[config.mk]
export PLATFORM = sky130hd
export DESIGN_NAME = sfc_decoder
export DESIGN_NICKNAME = d
export VERILOG_FILES = /design/src/rtl/sfc_pkg.sv /design/src/rtl/sfc_opclass.sv /design/src/rtl/sfc_erase_len.sv /design/src/rtl/sfc_decoder.sv
export SDC_FILE = /design/constraint.sdc
export NUM_CORES = 1
export LEC_CHECK = 0
export ABC_CLOCK_PERIOD_IN_PS = 4000
export CAP_MARGIN = 10
export CORE_UTILIZATION = 52
export DETAILED_ROUTE_END_ITERATION = 12
export PLACE_DENSITY = 0.77
export REMOVE_ABC_BUFFERS = 1
export SETUP_SLACK_MARGIN = 0.3
export SYNTH_ARGS = -nofsm -noshare
export SYNTH_HDL_FRONTEND = slang
export SYNTH_SLANG_ARGS = --single-unit
export TNS_END_PERCENT = 10
[constraint.sdc]
create_clock -name clk -period 4 [get_ports clk]
set_clock_uncertainty 0.05 [all_clocks]
set_input_delay 0.4 -clock clk [delete_from_list [all_inputs] [get_ports clk]]
set_output_delay 0.4 -clock clk [all_outputs]
set_load 0.005 [all_outputs]
[src/rtl/sfc_pkg.sv]
package sfc_pkg;

    typedef enum logic [2:0] {
        PH_IDLE    = 3'd0,
        PH_COLLECT = 3'd1,
        PH_READ    = 3'd2,
        PH_PROG    = 3'd3,
        PH_SKIP    = 3'd4
    } phase_e;

    typedef enum logic [1:0] {
        OPK_NONE  = 2'd0,
        OPK_READ  = 2'd1,
        OPK_PROG  = 2'd2,
        OPK_ERASE = 2'd3
    } opkind_e;

    typedef enum logic [3:0] {
        CL_UNK, CL_READ, CL_PROG, CL_ERASE, CL_CHIP, CL_WREN, CL_WRDI,
        CL_EN4, CL_EX4, CL_WRSR, CL_RSTEN, CL_RST
    } opclass_e;

endpackage

[src/rtl/sfc_opclass.sv]
module sfc_opclass
    import sfc_pkg::*;
#(
    parameter int DUMMY_CYC = 10,
    parameter int CW        = 4
) (
    input  logic [7:0]    opc,
    output opclass_e      cls,
    output logic          force4,
    output logic [CW-1:0] extra
);
    // dummy bytes: dummy cycles times wire width, over eight bits per byte
    localparam int DUAL_EXTRA = DUMMY_CYC / 4;
    localparam int QUAD_EXTRA = DUMMY_CYC / 2;

    always_comb begin
        cls    = CL_UNK;
        force4 = 1'b0;
        extra  = '0;
        case (opc)
            8'h03: cls = CL_READ;
            8'h13: begin cls = CL_READ; force4 = 1'b1; end
            8'h0B, 8'h3B, 8'h6B: begin cls = CL_READ; extra = CW'(1); end
            8'hBB: begin cls = CL_READ; extra = CW'(DUAL_EXTRA); end
            8'hEB: begin cls = CL_READ; extra = CW'(QUAD_EXTRA); end
            8'hEC: begin cls = CL_READ; extra = CW'(QUAD_EXTRA); force4 = 1'b1; end
            8'h02, 8'hA2, 8'h32: cls = CL_PROG;
            8'h12: begin cls = CL_PROG; force4 = 1'b1; end
            8'h20, 8'h52, 8'hD8: cls = CL_ERASE;
            8'h21, 8'hDC: begin cls = CL_ERASE; force4 = 1'b1; end
            8'hC7: cls = CL_CHIP;
            8'h06: cls = CL_WREN;
            8'h04: cls = CL_WRDI;
            8'hB7: cls = CL_EN4;
            8'hE9: cls = CL_EX4;
            8'h01: cls = CL_WRSR;
            8'h66: cls = CL_RSTEN;
            8'h99: cls = CL_RST;
            default: cls = CL_UNK;
        endcase
    end
endmodule

[src/rtl/sfc_erase_len.sv]
module sfc_erase_len #(
    parameter int unsigned SECTOR_BYTES = 65536,
    parameter int unsigned DEVICE_BYTES = 32'h0200_0000
) (
    input  logic [7:0]  opc,
    output logic [31:0] len
);
    localparam logic [31:0] LEN_SMALL = 32'd4096;
    localparam logic [31:0] LEN_MID   = 32'd32768;

    always_comb begin
        case (opc)
            8'h20, 8'h21: len = LEN_SMALL;
            8'h52:        len = LEN_MID;
            8'hD8, 8'hDC: len = SECTOR_BYTES;
            8'hC7:        len = DEVICE_BYTES;
            default:      len = '0;
        endcase
    end
endmodule

[src/rtl/sfc_decoder.sv]
module sfc_decoder
    import sfc_pkg::*;
#(
    parameter int unsigned SECTOR_BYTES = 65536,
    parameter int unsigned DEVICE_BYTES = 32'h0200_0000,
    parameter int          DUMMY_CYC    = 10,
    parameter int          QE_BIT       = 6
) (
    input  logic        clk,
    input  logic        rst_n,
    input  logic        cs_n,
    input  logic        rx_valid,
    input  logic [7:0]  rx_byte,
    output logic        op_valid,
    output logic [1:0]  op_kind,
    output logic [31:0] op_addr,
    output logic [31:0] op_len,
    output logic [2:0]  phase,
    output logic        wr_en,
    output logic        addr4_mode,
    output logic        rst_en,
    output logic        quad_en
);
    localparam int MAX_NEED = 4 + DUMMY_CYC / 2 + 1;
    localparam int CW       = $clog2(MAX_NEED + 1);

    typedef struct packed {
        phase_e        ph;
        logic [7:0]    opc;
        logic [CW-1:0] need;
        logic [CW-1:0] cnt;
        logic [2:0]    nad;
        logic [31:0]   addr;
        logic          wen;
        logic          a4;
        logic          ren;
        logic          qen;
        logic          ov;
        opkind_e       kind;
        logic [31:0]   oaddr;
        logic [31:0]   olen;
    } st_t;

    st_t q, d;

    logic [7:0]    opc_sel;
    opclass_e      cls;
    logic          force4;
    logic [CW-1:0] extra;
    logic [31:0]   elen;

    // decode the live byte in idle, the stored opcode otherwise
    assign opc_sel = (q.ph == PH_IDLE) ? rx_byte : q.opc;

    sfc_opclass #(.DUMMY_CYC(DUMMY_CYC), .CW(CW)) i_opclass (
        .opc(opc_sel), .cls(cls), .force4(force4), .extra(extra)
    );

    sfc_erase_len #(.SECTOR_BYTES(SECTOR_BYTES), .DEVICE_BYTES(DEVICE_BYTES)) i_elen (
        .opc(opc_sel), .len(elen)
    );

    always_comb begin
        logic [2:0] nad_new;
        d    = q;
        d.ov = 1'b0;
        nad_new = (force4 || q.a4) ? 3'd4 : 3'd3;
        if (cs_n) begin
            d.ph = PH_IDLE;
        end else if (rx_valid) begin
            case (q.ph)
                PH_IDLE: begin
                    d.opc  = rx_byte;
                    d.cnt  = '0;
                    d.addr = '0;
                    d.nad  = nad_new;
                    d.need = CW'(nad_new) + extra;
                    d.ph   = PH_SKIP;
                    case (cls)
                        CL_READ, CL_PROG, CL_ERASE: d.ph = PH_COLLECT;
                        CL_CHIP: begin
                            d.ov    = 1'b1;
                            d.kind  = OPK_ERASE;
                            d.oaddr = '0;
                            d.olen  = elen;
                            d.ph    = PH_IDLE;
                        end
                        CL_WREN: d.wen = 1'b1;
                        CL_WRDI: d.wen = 1'b0;
                        CL_EN4:  d.a4  = 1'b1;
                        CL_EX4:  d.a4  = 1'b0;
                        CL_WRSR: if (q.wen) begin
                            d.ph   = PH_COLLECT;
                            d.nad  = 3'd0;
                            d.need = CW'(1);
                        end
                        CL_RSTEN: d.ren = 1'b1;
                        CL_RST: if (q.ren) begin
                            d.wen = 1'b0;
                            d.ren = 1'b0;
                            d.qen = 1'b0;
                            d.ph  = PH_IDLE;
                        end
                        default: ;
                    endcase
                end
                PH_COLLECT: begin
                    d.cnt = q.cnt + CW'(1);
                    if (q.cnt < CW'(q.nad))
                        d.addr = {q.addr[23:0], rx_byte};
                    if (d.cnt == q.need) begin
                        case (cls)
                            CL_WRSR: begin
                                d.qen = rx_byte[QE_BIT];
                                d.wen = 1'b0;
                                d.ph  = PH_SKIP;
                            end
                            CL_READ: begin
                                d.ov = 1'b1; d.kind = OPK_READ;
                                d.oaddr = d.addr; d.olen = '0; d.ph = PH_READ;
                            end
                            CL_PROG: begin
                                d.ov = 1'b1; d.kind = OPK_PROG;
                                d.oaddr = d.addr; d.olen = '0; d.ph = PH_PROG;
                            end
                            CL_ERASE: begin
                                d.ov = 1'b1; d.kind = OPK_ERASE;
                                d.oaddr = d.addr; d.olen = elen; d.ph = PH_IDLE;
                            end
                            default: d.ph = PH_SKIP;
                        endcase
                    end
                end
                default: ;
            endcase
        end
    end

    always_ff @(posedge clk or negedge rst_n) begin
        if (!rst_n) begin
            q <= '{ph: PH_IDLE, kind: OPK_NONE, default: '0};
        end else begin
            q <= d;
        end
    end

    assign op_valid   = q.ov;
    assign op_kind    = q.kind;
    assign op_addr    = q.oaddr;
    assign op_len     = q.olen;
    assign phase      = q.ph;
    assign wr_en      = q.wen;
    assign addr4_mode = q.a4;
    assign rst_en     = q.ren;
    assign quad_en    = q.qen;

    // frame end always lands in idle with no strobe
    assert_abort_idle_R11: assert property (@(posedge clk) disable iff (!rst_n)
        cs_n |=> (phase == PH_IDLE && !op_valid));

    // an erase strobe leaves the decoder idle; a read strobe enters the read phase
    assert_erase_idle_R5: assert property (@(posedge clk) disable iff (!rst_n)
        (op_valid && op_kind == OPK_ERASE) |-> phase == PH_IDLE);
    assert_read_phase_R5: assert property (@(posedge clk) disable iff (!rst_n)
        (op_valid && op_kind == OPK_READ) |-> phase == PH_READ);

    // strobes only follow a byte taken inside a frame
    assert_op_in_frame_R5: assert property (@(posedge clk) disable iff (!rst_n)
        $rose(op_valid) |-> $past(!cs_n && rx_valid));

    // quad enable can only rise while write enable was held
    assert_quad_wen_R9: assert property (@(posedge clk) disable iff (!rst_n)
        $rose(quad_en) |-> $past(wr_en));

    // skipped bytes never touch a flag
    assert_skip_flags_R12: assert property (@(posedge clk) disable iff (!rst_n)
        (phase == PH_SKIP) |=> $stable({wr_en, addr4_mode, rst_en, quad_en}));

    // non-erase operations carry no length
    assert_len_nonerase_R6: assert property (@(posedge clk) disable iff (!rst_n)
        (op_valid && op_kind != OPK_ERASE) |-> op_len == 32'd0);
endmodule

==> flow_results.org, run 1 <==
** Outcome
- The flow ran to the end, and the final reports show no timing, DRC or antenna violations.

** Clocking
- Setup Fix Bufs, Post-CTS :: 0
- Clock-pin transition on the worst setup and hold timing paths :: roughly 0.070 ns
- Cts bufs inserted :: 9
- For the worst-skew pair, the clock arrives at the later sink with an insertion delay of 0.35 ns.
- Sinks on the clock net :: 96
- TritonCTS clock tree :: yes
- Counting along the longest clock path gives a buffer depth of 2.
- In this run the number of H-tree levels came out at 3.
- Clk Tree Root Cell :: clkbuf_16

** Critical path
- The worst setup path is of the input port to register kind.
- Worst path top cell family by delay :: simple AND/OR/NAND/NOR gates
- The signal on the critical path passes through clkdlybuf4s50_1, and2_1, a41oi_1, and3_1, or4b_2, or2_1, a41oi_4, buf_12, mux2_2.
- For this run, the slowest stage of the critical path takes slightly below 0.7 ns.
- Along the worst path, the maximum fanout reaches 19.
- Kind of capture point of the worst setup path :: register
- The number of buffers and inverters on the critical path is 2.
- STA puts the critical path data required time at 4.19 ns.
- STA classifies the critical path startpoint as an input port.
- Data on the critical path arrives at its endpoint at about 3.8 ns.
- On the critical path, the stage with the largest delay is an instance of or4b_2.

** Worst hold path
- Hold/Removal Path Class :: input port to async pin

** STA
- Derived from the worst setup path, the maximum achievable clock frequency is 0.275 GHz.
- The worst pin sits at a relative slew slack of 0.409.
- Of the available clock period, the critical path in the final layout requires 0.911.
- Hold is met by 0.101 ns.
- For the pin with the worst max-slew slack, the measured transition is slightly below 0.9 ns.
- Setup violations remaining at the end of the flow were counted as 0.
- Final Max Slew Viols :: 0
- The final count of hold timing violations was 0.
- Final setup slack of the worst path :: 0.358 ns
- Unrepaired setup endpoints after global routing :: false
- Shortest clock period the worst path allows after layout :: 3.64 ns

** Run
- Max capacitance violation total :: 0

** Cells and area
- Fin cells :: 867
- The layout has about 990 filler cells.
- The net count of the finished layout is about 740.
- In the final layout, the share of cells above drive strength 1 is 0.127.
- The library cells used most frequently in the layout, excluding fill and tap cells, are nand2_1 (187), dfrtp_1 (94), clkdlybuf4s50_1 (56).
- Compared with the post-synthesis result, the final layout area differs by 12.7%.
- The library cell used most frequently in the layout, excluding fill and tap cells, is nand2_1.
- In the final layout, flip-flops and latches occupy 2400 um2.
- The number of antenna diodes in the final layout is 0.
- The multi-input combinational cells in the finished layout cover a total of 3010 um2.

** Placement
- Summed over all nets, the half-perimeter wirelength after detailed placement is 10,800 um.
- Count of buffers inserted at the top-level ports :: 57
- Prior to clock tree synthesis, the placed netlist has a worst setup slack of 0.0277 ns.
- Gp weighted congestion :: around 0.98
- Placed Cells incl. Taps :: 850

** Synth
- Each instance of the synthesized netlist takes up on average 8.58 um2.
- Total standard cell area after synthesis :: 6070 um2
- After synthesis, the share of flip-flops with an asynchronous set or reset is 1.00.
- Counting every instance in the synthesized netlist gives approximately 710.
- The most used flip-flop cell after synthesis is dfrtp_1.
- During synthesis, Yosys emitted a total of 0 warnings.
- Of the post-synthesis cell area, the dominant cell type holds 0.395.
- By area the synthesized netlist is led by dfrtp_1 (40%), nand2_1 (12%), buf_4 (8.9%).
- Portion of the post-synthesis area used by sequential elements :: 0.395
- Largest area contributor in the synthesized netlist :: dfrtp_1
- Number of register bits inferred by synthesis :: 96
- In this run, synthesis inferred 0 flip-flops with an integrated enable.
- Netlist cell types :: 70

** Die
- In this run the standard cell core region covers 11,400 um2.
- The initial utilization of the core area, before any placement, comes to 0.532.
- The floorplan step defined a die boundary enclosing 12,100 um2.
- From left edge to right edge, the die measures 110 um.
- The floorplan has 39 rows.
- Chip height :: 110 um
- Number of top-level pins :: 86

** Drt
- Summed over all layers, the routed wires come to 15,800 um.
- 1st-iter DRT viols :: 522
- Dividing the detail-routed via count by the number of cells gives 5.93.
- In this run the remaining antenna-violating nets after routing total 0.
- The first detailed-routing pass took 7 iterations.
- In the routed design, unresolved DRC markers number 0.
- After detailed routing, the average wire length per cell comes to between 15 and 20 um.
- The final route contains around 5,100 vias.

** GRT
- Entering global routing, the biggest net connects around 70 pins.
- Across every metal layer, demand over resource in global routing totals 0.276.
- Number of global-route vias before repair :: 4,905
- Wire length of the first global-routing pass :: between 20,000 and 30,000 um
- Overflow left after global routing :: 0
- Number of antenna violations at the first check in global routing :: 0

** Power and ir drop
- In this run the static leakage power is 3.11 nW.
- Maximum VDD drop :: approximately 0.42 mV
- In this run the power spent charging and discharging nets is 1.22 mW.
- Switching fraction of total power :: 0.370
- Dividing total power by cell area gives a power density of 480 nW/um2.
- Relative contribution of sequential cells to total power :: 0.380
- Total Power Consumption :: 3.29 mW
- The share of total power dissipated in combinational logic is 0.328.
- Cell internal pwr :: 2.07 mW
- Clk network pwr share :: 0.292
## worst reg2reg max path: stages, from the launching register on
cell,delay [ns]
dfrtp_2,0.46
nor3_2,0.27
buf_12,0.19
nor4_1,0.09
a41oi_1,0.30
and3_1,0.26
or4b_2,0.68
or2_1,0.32
a41oi_4,0.30
buf_12,0.21
mux2_2,0.36
## cells in the mapped netlist (all sizes together) (2+ instances only)
cell and number:
nor3 10, ha 6, nor4b 8, a22o 32, a21oi 49, nor4 7
nor2 25, nor3b 4, o31ai 3, dfrtp 96, nand3b 7, xnor2 9
or4 3, or4b 2, and2 4, nor4bb 2, a41oi 3, o22ai 4
a2bb2oi 3, clkbuf 34, nand4b 4, o22a 2, nand3 8, inv 12
a32oi 4, nand4 3, mux2 23, or2 3, a21o 2, or3 3
mux2i 5, o21bai 2, nand2 187, xor2 4, nor2b 5, nand2b 7
o21ai 16, and4b 2, and3 3, o311ai 2, buf 85, a31oi 2
## power groups by stage
| stage | registers [mW] | clock network, mW | logic (mW) |
|---|---|---|---|
| 4_1_cts | 1.24 | 0.970 | 1.06 |
| 3_5_place_dp | 1.26 | 0 | 1.05 |
| 6_report | 1.25 | 0.960 | 1.08 |
| 3_3_place_gp | 1.26 | 0 | 1.04 |
| 5_1_grt | 1.27 | 1.01 | 1.18 |
| 2_1_floorplan | 1.22 | 0 | 0.603 |
## metal layers
layer	track usage	wire, um	part of all wire
met2	0.432	7470	0.47
met1	0.377	6930	0.44
met4	0.110	426	0.027
met5	0	0	0
met3	0.0511	1000	0.063
## sequential cells by signal, summed over array words and instances, names as in the netlist
signal / flops
q: 50
op_kind: 2
op_valid: 1
wr_en: 1
op_addr: 32
quad_en: 1
op_len: 4
phase: 3
rst_en: 1
addr4_mode: 1
## through the flow
stage          area (um2)  utilization  TNS [ns]
6_report             6850        0.600         0
5_1_grt              6850        0.600         0
4_1_cts              6810        0.596         0
3_5_place_dp         6460        0.566         0
3_3_place_gp         6460        0.566         0
2_1_floorplan        5420            -    -32.75
## final timing paths
kind | start | to | slack (ns) | cells past startpoint
max reg2reg | phase[2] | op_addr[28] | 0.38 | 10
max in group asynchronous | rst_n | op_addr[20] | 2.89 | 2
max | rx_byte[7] | op_addr[28] | 0.36 | 9
min in group clk | op_len[25] | op_len[25] | 0.44 | 1
min reg2reg | op_len[25] | op_len[25] | 0.44 | 1
min | rst_n | q[101] | 0.10 | 1
## area by class of cell
cell class | count | area share
inverters | 12 | 0.00658
well taps | 143 | 0.0261
clock inverters | 4 | 0.0111
flip-flops and latches | 96 | 0.351
repair buffers | 92 | 0.128
clock buffers | 12 | 0.0375
multi-input cells | 508 | 0.440
## kinds of logic after synthesis
kind of cell,synth area share
xor gates and xnor gates,0.0187
DFF,0.395
adders and majority gates,0.0157
AOI/OAI and AO/OA,0.150
buffers and inverters,0.132
and+or+nand+nor,0.232
other,0.000617
muxes,0.0548
## repair_timing
action                     4_1_cts  5_1_grt
setup endpoints to repair       18       20
gates cloned                     0        1
hold buffers                     0        0
resized for setup                2        4
pin swaps                        0        1
Note: power is estimated with default switching activity, not from simulation.
==> inputs of run 2 (changes only) <==
CAP_MARGIN = unset   (was 10)
CORE_ASPECT_RATIO = 1.75   (was unset)
CORE_MARGIN = 3   (was unset)
==> run 2 against run 1 <==
Effect of this change: final area rose by 0.13%; cell count down 0.81%; combinational power increased by 4%; worst hold slack got worse by 0.00098 ns; fmax decreased by 1.5%; core utilization is 0.74 points higher; setup slack got worse by 0.057 ns; critical endpoint is now op_addr[6]; critical path depth up 1; largest cell class unchanged.
==> flow_results.org, run 2 (synthesized netlist as in run 1, its figures left out) <==
** Critical path
- Max stage delay cell, worst path :: or4_4
- Endpoint of the worst-slack reg-to-reg timing path :: op_addr[6]
- The most critical setup path has its endpoint at op_addr[6].
- R2R depth :: 10 (unchanged)
- Kind of capture point of the worst setup path :: register
- The data required time of the worst path was 4.17 ns (-0.02 ns).
- The longest individual stage delay on the worst path came to 0.59 ns (-0.09 ns).
- Critical path arrival :: 3.87 ns (+0.04 ns)
- The most critical setup path has its startpoint at phase[2].
- Critical path launch point type :: register
- In this run the critical register-to-register path is launched from phase[2].
- The setup path with the least slack is of type register to register.
- Traced cell by cell, the critical path runs through nor3_1, buf_4, nor4b_1, a41oi_1, a32oi_1, or4_4, or2_1, a41oi_4, buf_12, mux2_2.
- Maximum net fanout on the critical path :: 38 (+19)
- The slack of the worst reg-to-reg path came to 0.30 ns (-0.08 ns).

** STA
- Setup repair after global routing could not meet its margin everywhere.
- The slew at the pin closest to its max-slew limit came to 0.888 ns (+0.00168 ns).
- Final hold violations :: 0 (unchanged)
- The headroom to the max-slew limit was 0.408 (-0.00112).
- Shortest clock period the worst path allows after layout :: 3.70 ns (+0.0572 ns)
- Final count of negative-setup-slack endpoints :: 0 (unchanged)
- The worst hold margin came to 0.0997 ns (-0.000977 ns).
- The max-slew violation count is 0 (unchanged).
- The fmax is 0.270 GHz (-1.5%).
- The total negative slack was 0 ns (unchanged).
- Final worst-path cycle share :: 0.925 (+0.0143)

** Power and ir drop
- The share of power burned in registers was 0.363 (-0.017).
- The logic gate share of total power came to 0.328 (about the same).
- Cell internal pwr :: 2.16 mW (+4.1%)
- Maximum VDD drop :: 0.267 mV (-36%)
- The leakage dissipation is 3.14 nW (+0.91%).
- Switching fraction of total power :: 0.370 (about the same)
- The power density over cell area is 499 nW/um2 (+4.0%).
- The clock group share of total power is 0.309 (+0.017).
- The switching component of the power is 1.27 mW (+4.2%).

** Cells and area
- More flip-flops sit in one register than any other, and that register is q.
- The library cell used most frequently in the layout, excluding fill and tap cells, is nand2_1.
- The number of antenna repair diodes is 0 (unchanged).
- Fin cells :: 860 (-0.81%)
- The net count reported at finish was 743 (+0.68%).
- The flip-flop count of the largest register after layout came to 50 (unchanged).
- Commonest cells after routing, fill and taps aside :: nand2_1 (187), dfrtp_1 (96), clkdlybuf4s50_1 (56)
- Area overhead of the layout relative to synthesis :: 12.9%
- The share of final-layout standard cells stronger than drive strength 1 is 0.129 (+0.00205).
- Final core occ :: 0.607 (+0.00735)

** Placement
- The number of I/O port buffers was 57 (unchanged).
- Gp weighted congestion :: 0.955 (-2.4%)
- Placed Cells incl. Taps :: 845 (-0.59%)
- The total half-perimeter wirelength after legalization and detailed placement is 13,100 um (+22%).

** Die
- Std-Cell Core Area :: 11,300 um2 (-1.1%)
- Number of top-level pins :: 86 (unchanged)
- The initial core utilization is 0.538 (+0.00583).
- Die outline width :: 87.7 um (-20%)
- Chip height :: 149 um (+35%)
- Total Die Area :: 13,100 um2 (+7.8%)
- The site row count came to 51 (+31%).

** Drt
- Wire length reported by the detailed router :: 17,800 um (+13%)
- Average vias per placed instance :: 6.05 (+2.0%)
- The via count of the routed design was 5,204 (+1.1%).
- The mean routed wirelength per cell is 20.7 um (+14%).
- The first-pass iteration count of the detailed router came to 5 (-2).
- The DRC marker count from the first detailed-route iteration came to 351 (-33%).
- Total DRC errors in the routed layout :: 0 (unchanged)
- Routed Antenna Nets :: 0 (unchanged)

** Clocking
- Clk buf depth :: 2 (unchanged)
- Sinks on the clock net :: 96 (unchanged)
- Setup Fix Bufs, Post-CTS :: 0 (unchanged)
- The number of buffers inserted during clock tree synthesis was 9 (unchanged).
- Clock insertion delay at the later pin of the skew report :: 0.34 ns (about the same)
- Clock tree synthesis selected as its root buffer the cell clkbuf_16.
- TritonCTS clock tree :: yes
- H-tree depth reported by CTS :: 3 (unchanged)
- Post-cts hold buffer count :: 0 (unchanged)
- Clock-pin transition on the worst setup and hold timing paths :: 0.07 ns (about the same)

** GRT
- Wire length of the first global-routing pass :: 28,100 um (+12%)
- The maximum number of pins on one net before global-route repair is 70 (-1.4%).
- The total track usage is 0.281 (+0.00524).
- The via count of the first global-routing pass was 5,205 (+6.1%).
- The remaining global-route overflow is 0 (unchanged).
- Number of antenna violations at the first check in global routing :: 0 (unchanged)

** Outcome
- The run finished with clean final reports.

** Run
- Max capacitance violation total :: 0 (unchanged)

** Worst hold path
- In this run the worst hold path is classified as input port to async pin.
run 2: what timing repair did:
| item | in CTS | in global routing |
|---|---|---|
| pin swaps | 0 | 0 |
| gates resized for setup | 1 | 1 |
| endpoints found under the setup margin | 1 | 23 |
run 2: metrics by stage:
| step | total power [mW] | worst slack, ns | instance area, um2 |
|---|---|---|---|
| 2_1_floorplan | 1.82 | -0.964 | 5420 |
| 5_1_grt | 3.57 | 0.161 | 6860 |
| 3_5_place_dp | 2.35 | 0.136 | 6480 |
| 4_1_cts | 3.41 | 0.310 | 6850 |
| 3_3_place_gp | 2.33 | 0.200 | 6480 |
| 6_report | 3.42 | 0.301 | 6860 |
run 2: cell type report:
class	instances	area (um2)
clock buffer	9	225
fill	974	4440
inverter	12	45.0
clock inverter	6	138
multi-input combinational	508	3000
tap	132	165
sequential	96	2400
timing repair buffer	97	881
run 2: power groups by stage:
| stage | clock network [mW] | logic (mW) | registers (mW) |
|---|---|---|---|
| final | 1.06 | 1.12 | 1.24 |
| after global routing | 1.10 | 1.21 | 1.26 |
| after CTS | 1.06 | 1.10 | 1.24 |
| after detailed placement | 0 | 1.09 | 1.26 |
| after global placement | 0 | 1.08 | 1.25 |
| after floorplan | 0 | 0.603 | 1.22 |
run 2: worst min path at each step:
stage	from	end	slack, ns	cells past startpoint
floorplan	rst_n	addr4_mode	0.05	0
global placement	op_len[25]	op_len[25]	0.42	1
detailed placement	q[111]	q[111]	0.43	2
CTS	rst_n	q[101]	0.16	1
global route	rst_n	q[101]	0.19	1
finish	rst_n	q[101]	0.1	1
run 2: critical path, delay by kind of cell (launching register included):
kind                   cells  cell delay, ns
AOI/OAI and AO/OA          3            0.67
buffers and inverters      2            0.59
DFF                        1            0.43
muxes                      1            0.36
and+or+nand+nor            4            1.44
run 2: routing by layer:
| layer | vias to the layer above | GRT usage | routed length (um) |
|---|---|---|---|
| met5 | - | 0 | 0 |
| met2 | 227 | 0.519 | 9860 |
| met3 | 48 | 0.0265 | 726 |
| met4 | 0 | 0.144 | 895 |
| li1 | 2363 | - | - |
| met1 | 2566 | 0.308 | 6370 |
